**src/rtl/zsp_pkg.sv**
```systemverilog
package zsp_pkg;
  localparam int CHG_W    = 13;
  localparam int CHN_W    = 6;
  localparam int GEO_W    = 5;
  localparam int WORD_W   = 32;
  localparam int CHN_LSB  = CHG_W;
  localparam int GEO_LSB  = CHG_W + CHN_W;
  localparam int PAD_LSB  = CHG_W + CHN_W + GEO_W;
  localparam int MARK_BIT = WORD_W - 2;

  typedef logic [WORD_W-1:0] word_t;

  // Build one output word; the top bit is chosen so the whole word has even parity.
  function automatic word_t pack_word(input logic mark, input logic [GEO_W-1:0] geo,
                                      input logic [CHN_W-1:0] ch, input logic [CHG_W-1:0] q);
    word_t w;
    w = '0;
    w[CHG_W-1:0]       = q;
    w[CHN_LSB +: CHN_W] = ch;
    w[GEO_LSB +: GEO_W] = geo;
    w[MARK_BIT]        = mark;
    w[WORD_W-1]        = ^w[WORD_W-2:0];
    return w;
  endfunction
endpackage

```
**src/rtl/zsp_thresh_mem.sv**
```systemverilog
module zsp_thresh_mem
  import zsp_pkg::*;
#(
  parameter int NUM_CH = 64
) (
  input  logic             clk,
  input  logic             rst_n,
  input  logic             wr_en,
  input  logic [CHN_W-1:0] wr_addr,
  input  logic [CHG_W-1:0] wr_data,
  input  logic [CHN_W-1:0] rd_addr,
  output logic [CHG_W-1:0] rd_data
);
  logic [CHG_W-1:0] mem [NUM_CH];

  always_ff @(posedge clk) begin
    if (!rst_n) begin
      for (int i = 0; i < NUM_CH; i++) mem[i] <= '0;
    end else if (wr_en && (int'(wr_addr) < NUM_CH)) begin
      mem[wr_addr] <= wr_data;
    end
  end

  assign rd_data = (int'(rd_addr) < NUM_CH) ? mem[rd_addr] : '0;

  // a write lands in the addressed entry
  p_wr_lands_r2: assert property (@(posedge clk) disable iff (!rst_n)
    (wr_en && int'(wr_addr) < NUM_CH) |=> (mem[$past(wr_addr)] == $past(wr_data)));
endmodule

```
**src/rtl/zsp_chan_seq.sv**
```systemverilog
module zsp_chan_seq
  import zsp_pkg::*;
#(
  parameter int NUM_CH = 64
) (
  input  logic             clk,
  input  logic             rst_n,
  input  logic             step,
  output logic [CHN_W-1:0] ch,
  output logic             at_end
);
  localparam logic [CHN_W-1:0] LAST_CH = CHN_W'(NUM_CH - 1);

  assign at_end = (ch == LAST_CH);

  always_ff @(posedge clk) begin
    if (!rst_n)      ch <= '0;
    else if (step)   ch <= at_end ? '0 : ch + 1'b1;
  end

  // channel advances by one per accepted beat and wraps after the last channel
  p_step_r7: assert property (@(posedge clk) disable iff (!rst_n)
    (step && !at_end) |=> (ch == $past(ch) + 1'b1));
  p_wrap_r7: assert property (@(posedge clk) disable iff (!rst_n)
    (step && at_end) |=> (ch == '0));
  p_idle_r7: assert property (@(posedge clk) disable iff (!rst_n)
    !step |=> $stable(ch));
endmodule

```
**src/rtl/zsp_word_emit.sv**
```systemverilog
module zsp_word_emit
  import zsp_pkg::*;
(
  input  logic             clk,
  input  logic             rst_n,
  input  logic             take,
  input  logic             keep,
  input  logic             end_evt,
  input  word_t            new_word,
  input  logic [GEO_W-1:0] geo,
  output logic             can_take,
  output logic             out_valid,
  input  logic             out_ready,
  output word_t            out_word,
  output logic             out_last
);
  logic  held_v;
  word_t held_w;
  logic  flush_q;
  logic [GEO_W-1:0] geo_q;
  logic  slot_free;

  assign slot_free = !out_valid || out_ready;
  assign can_take  = slot_free && !flush_q;

  always_ff @(posedge clk) begin
    if (!rst_n) begin
      out_valid <= 1'b0;
      out_word  <= '0;
      out_last  <= 1'b0;
      held_v    <= 1'b0;
      held_w    <= '0;
      flush_q   <= 1'b0;
      geo_q     <= '0;
    end else begin
      if (out_valid && out_ready) out_valid <= 1'b0;
      if (take) begin
        geo_q <= geo;
        if (keep) begin
          if (held_v) begin
            out_valid <= 1'b1;
            out_word  <= held_w;
            out_last  <= 1'b0;
          end
          held_w <= new_word;
          held_v <= 1'b1;
        end
        if (end_evt) flush_q <= 1'b1;
      end else if (flush_q && slot_free) begin
        out_valid <= 1'b1;
        out_last  <= 1'b1;
        out_word  <= held_v ? held_w : pack_word(1'b1, geo_q, '1, '0);
        held_v    <= 1'b0;
        flush_q   <= 1'b0;
      end
    end
  end

  // a stalled word stays put
  p_hold_r10: assert property (@(posedge clk) disable iff (!rst_n)
    (out_valid && !out_ready) |=> (out_valid && $stable(out_word) && $stable(out_last)));
  // every presented word has even parity
  p_parity_r6: assert property (@(posedge clk) disable iff (!rst_n)
    out_valid |-> ($countones(out_word) % 2 == 0));
  // padding bits are zero on data words
  p_pad_r5: assert property (@(posedge clk) disable iff (!rst_n)
    (out_valid && !out_word[MARK_BIT]) |-> (out_word[MARK_BIT-1:PAD_LSB] == '0));
  // a marker always closes its event
  p_marker_last_r9: assert property (@(posedge clk) disable iff (!rst_n)
    (out_valid && out_word[MARK_BIT]) |-> out_last);

  // channels leave in ascending order inside an event
  logic             prev_v;
  logic [CHN_W-1:0] prev_ch;
  always_ff @(posedge clk) begin
    if (!rst_n) begin
      prev_v  <= 1'b0;
      prev_ch <= '0;
    end else if (out_valid && out_ready) begin
      prev_v  <= !out_last;
      prev_ch <= out_word[CHN_LSB +: CHN_W];
    end
  end
  p_order_r7: assert property (@(posedge clk) disable iff (!rst_n)
    (out_valid && out_ready && prev_v) |-> (out_word[CHN_LSB +: CHN_W] > prev_ch));
endmodule

```
**src/rtl/zsp_packer.sv**
```systemverilog
module zsp_packer
  import zsp_pkg::*;
#(
  parameter int NUM_CH = 64
) (
  input  logic              clk,
  input  logic              rst_n,
  input  logic              sup_en,
  input  logic [GEO_W-1:0]  geo_addr,
  input  logic              thr_we,
  input  logic [CHN_W-1:0]  thr_addr,
  input  logic [CHG_W-1:0]  thr_data,
  input  logic              in_valid,
  output logic              in_ready,
  input  logic [CHG_W-1:0]  in_charge,
  output logic              out_valid,
  input  logic              out_ready,
  output logic [WORD_W-1:0] out_word,
  output logic              out_last
);
  logic [CHN_W-1:0] cur_ch;
  logic             at_end;
  logic [CHG_W-1:0] thr_rd;
  logic             take;
  logic             keep;
  word_t            beat_word;

  assign take      = in_valid && in_ready;
  assign keep      = !sup_en || (in_charge >= thr_rd);
  assign beat_word = pack_word(1'b0, geo_addr, cur_ch, in_charge);

  zsp_thresh_mem #(.NUM_CH(NUM_CH)) u_thr (
    .clk(clk), .rst_n(rst_n),
    .wr_en(thr_we), .wr_addr(thr_addr), .wr_data(thr_data),
    .rd_addr(cur_ch), .rd_data(thr_rd)
  );

  zsp_chan_seq #(.NUM_CH(NUM_CH)) u_seq (
    .clk(clk), .rst_n(rst_n), .step(take), .ch(cur_ch), .at_end(at_end)
  );

  zsp_word_emit u_emit (
    .clk(clk), .rst_n(rst_n),
    .take(take), .keep(keep), .end_evt(at_end), .new_word(beat_word), .geo(geo_addr),
    .can_take(in_ready),
    .out_valid(out_valid), .out_ready(out_ready), .out_word(out_word), .out_last(out_last)
  );

  // no beat is taken while the output is blocked
  p_no_take_stall_r10: assert property (@(posedge clk) disable iff (!rst_n)
    (out_valid && !out_ready) |-> !take);
  // nothing is presented in the first cycle after reset
  p_reset_r1: assert property (@(posedge clk)
    $past(!rst_n) |-> !out_valid);
endmodule

```
**config.mk**
```make
export PLATFORM = sky130hd
export DESIGN_NAME = zsp_packer
export DESIGN_NICKNAME = d
export VERILOG_FILES = /design/src/rtl/zsp_pkg.sv /design/src/rtl/zsp_thresh_mem.sv /design/src/rtl/zsp_chan_seq.sv /design/src/rtl/zsp_word_emit.sv /design/src/rtl/zsp_packer.sv
export SDC_FILE = /design/constraint.sdc
export NUM_CORES = 1
export LEC_CHECK = 0
export ABC_AREA = 1
export BUFFER_PORTS_ARGS = -buffer_cell sky130_fd_sc_hd__buf_2
export CAP_MARGIN = 20
export CORE_MARGIN = 8
export CORE_UTILIZATION = 41
export DETAILED_ROUTE_END_ITERATION = 8
export GPL_ROUTABILITY_DRIVEN = 0
export PLACE_DENSITY = 0.66
export SLEW_MARGIN = 30
export SYNTH_ARGS = -nofsm -noshare
export SYNTH_HDL_FRONTEND = slang
export SYNTH_HIERARCHICAL = 1
export SYNTH_SLANG_ARGS = --single-unit
```
**constraint.sdc**
```tcl
create_clock -name clk -period 5.9 [get_ports clk]
set_input_delay 0.295 -clock clk [delete_from_list [all_inputs] [get_ports clk]]
set_output_delay 0.295 -clock clk [all_outputs]
set_load 0.1 [all_outputs]
```
; ---- Word level (Yosys, flattened, before mapping)
; Memory sizes are Yosys's and may differ from the RTL's. A register that Yosys moved wholly into a read port is not among the register bits.
; Index checks and enable logic that the tools add are counted.
[op_classes]
mux = 29
n_addsub = 1
eq_ne = 4
n_reduce_logical = 17
order_cmp = 1
[op_table]
columns = cell, count
row1 = 2-to-1 mux 32 bit, 5
row2 = XOR reduction 31 bit, 2
row3 = 2-to-1 mux 6 bit, 4
row4 = 2-to-1 mux 1 bit, 19
row5 = greater-or-equal comparator 13 bit, 1
row6 = 2-to-1 mux 13 bit, 1
row7 = OR reduction 13 bit, 1
row8 = "adder 6 x 1 -> 6 bit, second input constant", 1
row9 = "== test 6 bit, second input constant", 1
row10 = AND reduction 2 bit, 3
row11 = logical AND 1 bit, 4
row12 = "inequality test 2 x 1 -> 1 bit, second input constant", 2
row13 = zero test 1 bit, 3
row14 = AND reduction 3 bit, 1
row15 = logical OR 1 bit, 2
row16 = "inequality test 2 bit, second input constant", 1
row17 = nonzero test 2 bit, 1
[word_totals]
reg_bits = 72
mem_count = 1
wordCells = 61
mem_bits_rw = 832
inputBits = 43
[mem_list]
columns = name, depth, word_bits, rd, rd_ports_with_merged_regs, write_ports, line
row1 = u_thr.mem, 64, 13, 1, 1, 64, zsp_thresh_mem.sv:14  ; logic [CHG_W-1:0] mem [NUM_CH];

; ---- Longest topological paths before layout
; Gate-level depths: netlist of the first run.
[depth]
depth_word = 6
depth_mapped = 28

; ---- Modules after synthesis
; The synthesis of the first run kept the hierarchy.
[by_module_without_submodules]
columns = module, area_each_um2, instances, cells_per_inst
row1 = zsp_thresh_mem, 37613.6, 1, 3929
row2 = zsp_word_emit, 2733.9, 1, 353
row3 = zsp_packer, 829.5, 1, 168
row4 = zsp_chan_seq, 284.0, 1, 40

; ---- Least setup slack after synthesis of the first run
; OpenSTA, ideal clock, no wires.
[synth_path]
path_kind = reg2reg
startpoint = register u_emit.out_valid
endpoint = register u_emit.out_word[10]
period_less_slack_ns = 3.433
path_stages_with_launch = 14
setup_slack_ns = 2.467
setup_time_ns = 0.132
t_arrival_ns = 3.301
n_path_buf = 1
t_required_ns = 5.768
path_cell_list = dfxtp_1 > inv_1 > nor2_1 > nor2_1 > nand2_1 > inv_1 > nand2_2 > nor2_4 > inv_2 > nand2_4 > inv_4 > buf_6 > nand2_1 > a21oi_1
[synth_via]
elab_chain_len = 6
word_cells_on_any_way = 10
cone_classes = eq/ne (2) / mux (1) / reduce/logical (7)
[synth_lines]
columns = item, line
row1 = start: declaration, zsp_word_emit.sv:12  ; output logic out_valid,
row2 = start signal: assignment, zsp_word_emit.sv:28  ; out_valid <= 1'b0;
row3 = start signal: assignment, zsp_word_emit.sv:36  ; if (out_valid && out_ready) out_valid <= 1'b0;
row4 = start signal: assignment, zsp_word_emit.sv:41  ; out_valid <= 1'b1;
row5 = zero test 1 bit *, zsp_word_emit.sv:23  ; assign slot_free = !out_valid || out_ready;
row6 = logical OR 1 bit *, zsp_word_emit.sv:23
row7 = logical AND 1 bit *, zsp_word_emit.sv:24  ; assign can_take = slot_free && !flush_q;
row8 = net in_ready, zsp_packer.sv:14  ; output logic in_ready,
row9 = logical AND 1 bit *, zsp_packer.sv:28  ; assign take = in_valid && in_ready;
row10 = net take, zsp_packer.sv:24  ; logic take;
row11 = "inequality test 2 x 1 -> 1 bit (no line), or another cell as far along", n/a
row12 = AND reduction 3 bit (no line), n/a
row13 = end signal: assignment, zsp_word_emit.sv:42  ; out_word <= held_w;
row14 = end signal: assignment, zsp_word_emit.sv:52  ; out_word <= held_v ? held_w : pack_word(1'b1, geo_q, '1, '0);
row15 = end: declaration, zsp_word_emit.sv:14  ; output word_t out_word,
; Mark *: on every way through the listed nets, which the timed path passes. The rest lies on a longest branch.
; A chain may end at the register's enable or synchronous reset.

==> results.cfg, run 1 <==
[status]
status = finished, final reports clean

[clock_tree]
postCtsSetupBuffers = 0
clkLatencyLatePin_ns = 0.67
clockRootBuffer = clkbuf_16
cts_tree = done
numCtsBuffers = 95
clk_pin_slew_ns = 0.06
hold_buffers = 4
cts_buffer_depth = 3
cts_max_level = 3
cts.sink_count = 911
cts_resized = 0

[layout]
drive_gt1_share_pct = 7.14
area_growth_syn_to_layout_pct = 11.1
fin_nets = 4431
fill_cells = 9326

[critical_path]
worst_ep_arrival_time_ns = 5.61
reg2reg_depth = 20
start_kind = flop
crit_required_ns = 6.42
criticalPathCategory = flop to flop
cp_max_fo = 112
cp-end-kind = flop

[floorplan]
die_h_um = 334
io_pins = 78
start_util_pct = 41.4
dieArea_um2 = 112000
num_rows = 116
die_w_um = 334
core_um2 = 100000

[global_routing]
grt_start_max_net_pins = 133
grt_usage_pct = 20.9
grt_pass1_vias = 29800
grt_overflow_total = 0
grt_pass1_wl_um = 182000
grt_antenna_before_repair = 0

[routing]
ant_nets = 0
wl_per_cell_um = 21.1
drtPass1Iterations = 6
drc = 0
avgViaCountPerCell = 5.58
drt_iter0_markers = 3942
vias = 32100
routed_wl_um = 121000

[yosys]
yosysMostFrequentCell = nand2_1
synth.cell_area_um2 = 41500
synth_top_cell_area_share_pct = 60.3
ys_seq_area_share_pct = 64.1
synth_commonest_cells = nand2_1 (1308), nor2_1 (942), edfxtp_1 (832), nand3_1 (735), clkbuf_1 (265)
syn_avg_cell_area_um2 = 9.23
synth_warnings = 6
synth_seq_cells = 911
synth_top_area_cell = edfxtp_1
async_flop_share_pct = 0
synth_top_cells_by_area = edfxtp_1 (60%), nand2_1 (12%), nand3_1 (8.9%), nor2_1 (8.5%), dfxtp_1 (3.8%)
synth-edff-count = 832
yosysUniqueCellTypes = 34
synthCells = 4490
synthFlopType = edfxtp_1

[sta]
setup_viol = 0
timing.fmax_mhz = 197
post-route-min-period_ns = 5.09
max_slew_margin_pct = 27.0
setup_tns_ns = 0
hold_violations = 0
drv_slew = 0
finClkSkew_ns = 0.0369
period_share_pct = 86.2
worstMarginPinSlew_ns = 1.09
fin_hold_ws_ns = 0.0402
rsz0062_at_grt = no
layout_setup_ws_ns = 0.814

[pwr]
peakVddDrop_uv = 246
power_uw = 15500
p_per_area_nw_per_um2 = 337
p_leak_uw = 0.0181

[job]
cap_violations = 0

[place]
post-place-ws_ns = 0.925
dpl.hpwl_um = 70500
portBuffers = 77

[worst_hold_path]
hp-class = primary input to flop
holdPathStages = 3
metal layers:
layer  GRT usage, %  wire length, um  vias to the layer above
met1           29.4            49400                    15500
met4           6.99             3950                        0
met5              0                0                        -
met2           32.4            54700                     1689
li1               -                -                    14700
met3           4.30            13200                      251
cells by family after synthesis:
| logic type | synth area share (%) |
|---|---|
| AND/OR/NAND/NOR | 29.9 |
| adder cells (fa/ha/maj) | 0.422 |
| other | 0.00904 |
| AO/OA/AOI/OAI | 1.28 |
| buffers and inverters | 4.08 |
| flip-flops | 64.1 |
| XOR/XNOR | 0.232 |
critical path, stage by stage, from the launching register on:
cell and delay [ns]:
dfxtp_4 0.46, inv_8 0.50, buf_4 0.49, nand2_1 0.09
nand3_1 0.12, nand3_1 0.18, nand2_1 0.14, nand2_1 0.14
nand3_1 0.15, nand3_1 0.10, nand2_1 0.17, inv_1 0.08
ha_1 0.31, a21oi_1 0.12, o21ai_0 0.09, a21oi_1 0.13
nand4_1 0.21, nand2_2 0.37, clkinv_1 0.66, nor2_1 0.28
nor2_1 0.08
cell usage in the layout (no fill, tap or decap), types with 4 or more instances in the layout:
| master | netlist | layout |
|---|---|---|
| clkbuf_8 | 0 | 6 |
| clkbuf_16 | 0 | 98 |
| xnor2_1 | 8 | 8 |
| buf_4 | 0 | 32 |
| a21oi_1 | 40 | 40 |
| o21ai_0 | 54 | 54 |
| buf_2 | 33 | 76 |
| clkbuf_1 | 265 | 21 |
| inv_1 | 49 | 48 |
| conb_1 | 1 | 7 |
| inv_2 | 24 | 9 |
| edfxtp_1 | 832 | 832 |
| nand3_1 | 735 | 735 |
| nor2_1 | 942 | 942 |
| nand2_1 | 1308 | 1308 |
| dfxtp_1 | 79 | 75 |
| o21ai_1 | 4 | 4 |
| nor4_4 | 0 | 6 |
| ha_1 | 14 | 14 |
| buf_6 | 5 | 8 |
| nor3_1 | 10 | 9 |
| dlygate4sd3_1 | 0 | 4 |
| bufinv_16 | 0 | 12 |
| nand4_1 | 9 | 9 |
| buf_12 | 0 | 12 |
| clkinv_2 | 0 | 31 |
| clkinv_1 | 3 | 16 |
where the power goes:
part,switching (uW),total (uW),internal (uW)
Clock,2550,6220,3670
Combinational,1370,1830,452
Sequential,121,7500,7380
path summary, 6_finish.rpt:
check / start / endpoint / slack [ns]
worst max-delay path: u_seq/ch[0] / u_emit/held_w[12] / 0.81
worst min-delay path: geo_addr[2] / u_emit/geo_q[2] / 0.04
worst max register to register: u_seq/ch[0] / u_emit/held_w[12] / 0.81
worst min register to register: u_emit/held_w[20] / u_emit/held_w[20] / 0.46
metrics by stage:
stage	util (%)	cell area, um^2	std cells
global placement	42.6	42700	5568
detailed placement	42.7	42700	5570
floorplan	-	41500	4496
finish	46.0	46100	5755
CTS	46.0	46000	5751
global route	46.0	46100	5752
state kept, by name (all words and copies together), names as in the netlist:
name              count
u_emit/held_w        32
u_thr/mem           832
u_emit/out_valid      1
u_emit/geo_q          5
u_emit/out_last       1
u_emit/flush_q        1
u_emit/out_word      32
u_seq/ch              6
u_emit/held_v         1
layout make-up:
cell class | count | area, um^2 | share of cell area, %
Clock buffer | 126 | 2620 | 5.69
Sequential cell | 911 | 26600 | 57.7
Multi-Input combinational cell | 3156 | 13300 | 28.8
Tap cell | 1298 | 1620 | 3.52
Inverter | 77 | 322 | 0.698
Clock inverter | 51 | 619 | 1.34
Antenna cell | 3 | 7.51 | 0.0163
Timing Repair Buffer | 133 | 1020 | 2.21
Note: power is estimated with default switching activity, not from simulation.
==> run 2, diff against run 1 <==
- CORE_ASPECT_RATIO: unset -> 1.4
==> results.cfg, run 2 (synthesized netlist as in run 1, its figures left out) <==
[status]
status = finished, final reports clean

[sta]
hold_violations = 0
rsz0062_at_grt = no
setup_viol = 0
worstMarginPinSlew_ns = 1.04
finClkSkew_ns = 0.0389
layout_setup_ws_ns = 1.07
drv_slew = 0
timing.fmax_mhz = 207
period_share_pct = 81.9
setup_tns_ns = 0
post-route-min-period_ns = 4.83
max_slew_margin_pct = 30.9

[layout]
stdcell_area_um2 = 45800
mostFrequentLayoutCell = nand2_1
final_cell_mix = nand2_1 (1308), nor2_1 (942), edfxtp_1 (832)
regMostFlops = u_thr/mem
fill_cells = 9371
drive_gt1_share_pct = 6.71
finalNonFillerCells = 5771
area_growth_syn_to_layout_pct = 10.4
top_regs = u_thr/mem x832, u_emit/held_w x32, u_emit/out_word x32
largest_reg_flops = 832
fin_nets = 4427

[critical_path]
crit_slowest_cell = clkinv_2
r2r_start = u_seq/ch[2]
r2r_slack_ns = 1.07
criticalPathCategory = flop to flop
start_kind = flop
reg2reg_depth = 18
crit_required_ns = 6.45
crit_chain = clkinv_2, buf_4, nand3_1, nand2_1, nand2_1, nand3_1, nand3_1, nand2_1, inv_1, ha_1, a21oi_1, o21ai_0, a21oi_1, nand4_1, nand2_2, clkinv_1, nor2_1, nor2_1
reg2reg_to = u_emit/held_w[18]
worst_ep_arrival_time_ns = 5.38
cp_max_fo = 46
max_stage_delay_ns = 0.74
cp-end-kind = flop

[global_routing]
grt_antenna_before_repair = 2
grt_start_max_net_pins = 173
grt_usage_pct = 20.9
grt_pass1_vias = 30800
grt_pass1_wl_um = 181000
grt_overflow_total = 0

[clock_tree]
cts_tree = done
clkLatencyLatePin_ns = 0.68
numCtsBuffers = 89
cts_buffer_depth = 3
cts_resized = 0
clockRootBuffer = clkbuf_16
hold_buffers = 11
clk_pin_slew_ns = 0.06
cts.sink_count = 911
postCtsSetupBuffers = 0
cts_max_level = 3

[place]
dpl.hpwl_um = 71500
post-place-ws_ns = 1.19
placed_area_um2 = 42700
portBuffers = 77
dp.cells = 5597

[worst_hold_path]
holdPathStages = 3
hold_end = u_emit/held_w[12]
min-delay-start = in_charge[12]
hp-class = primary input to flop

[pwr]
peakVddDrop_uv = 273
p_per_area_nw_per_um2 = 328
p_leak_uw = 0.0179

[floorplan]
die_w_um = 285
die_h_um = 392
core_um2 = 101000
dieArea_um2 = 112000
io_pins = 78
start_util_pct = 41.2
num_rows = 138

[routing]
wl_met2_um = 59000
highest_layer = met4
avgViaCountPerCell = 5.47
drt-met1-wl_um = 44200
drc = 0
routed_wl_um = 120000
vias = 31600
met3_length_um = 9390
wl_per_cell_um = 20.8
drtPass1Iterations = 5
ant_nets = 0
drt_iter0_markers = 3253

[job]
cap_violations = 0
[run 2: layer usage]
layer | up-vias | GRT usage [%]
li1 | 14700 | -
met1 | 15200 | 24.6
met2 | 1409 | 36.0
met3 | 312 | 3.41
met4 | 0 | 12.2
met5 | - | 0
[run 2: worst max-delay path: cells and delay by family (launching register included)]
family,cells,cell delay [ns]
buf+inv,4,2.01
simple gates,10,1.69
flops,1,0.36
compound gates,3,0.34
fa+ha+maj,1,0.25
[run 2: power breakdown]
part,switching [uW],total [uW],internal (uW),leakage (uW)
combinational,1390,1840,451,0.00798
clock,2480,5700,3220,0.00141
sequential,109,7480,7370,0.00855
total,3980,15000,11000,0.0179
[run 2: worst max-delay path by stage]
stage	slack (ns)	startpoint	endpoint
6_report	1.07	u_seq/ch[2]	u_emit/held_w[18]
5_1_grt	0.71	u_seq/ch[0]	u_emit/held_w[29]
4_1_cts	1.16	u_seq/ch[2]	u_emit/held_w[18]
3_5_place_dp	1.19	u_seq/ch[2]	u_emit/held_w[18]
3_3_place_gp	1.25	u_seq/ch[2]	u_emit/held_w[9]
2_1_floorplan	2.47	u_emit/out_valid	u_emit/out_word[10]
[run 2: stage by stage]
stage | util [%] | total power, uW | hold WS, ns
floorplan | - | 8790 | 0.421
global placement | 42.4 | 9400 | 0.439
detailed placement | 42.4 | 9430 | 0.443
CTS | 45.4 | 15100 | 0.00574
global route | 45.5 | 15500 | 0.0453
finish | 45.5 | 15000 | 0.0573
[run 2: cell type report]
class,count,area (um^2),area share [%]
antenna,1,2.50,0.00547
clock buffer,101,2270,4.96
timing repair buffer,135,1040,2.26
sequential,911,26600,58.1
inverter,77,322,0.703
clock inverter,60,627,1.37
tap,1330,1660,3.64
multi-input combinational,3156,13300,29.0
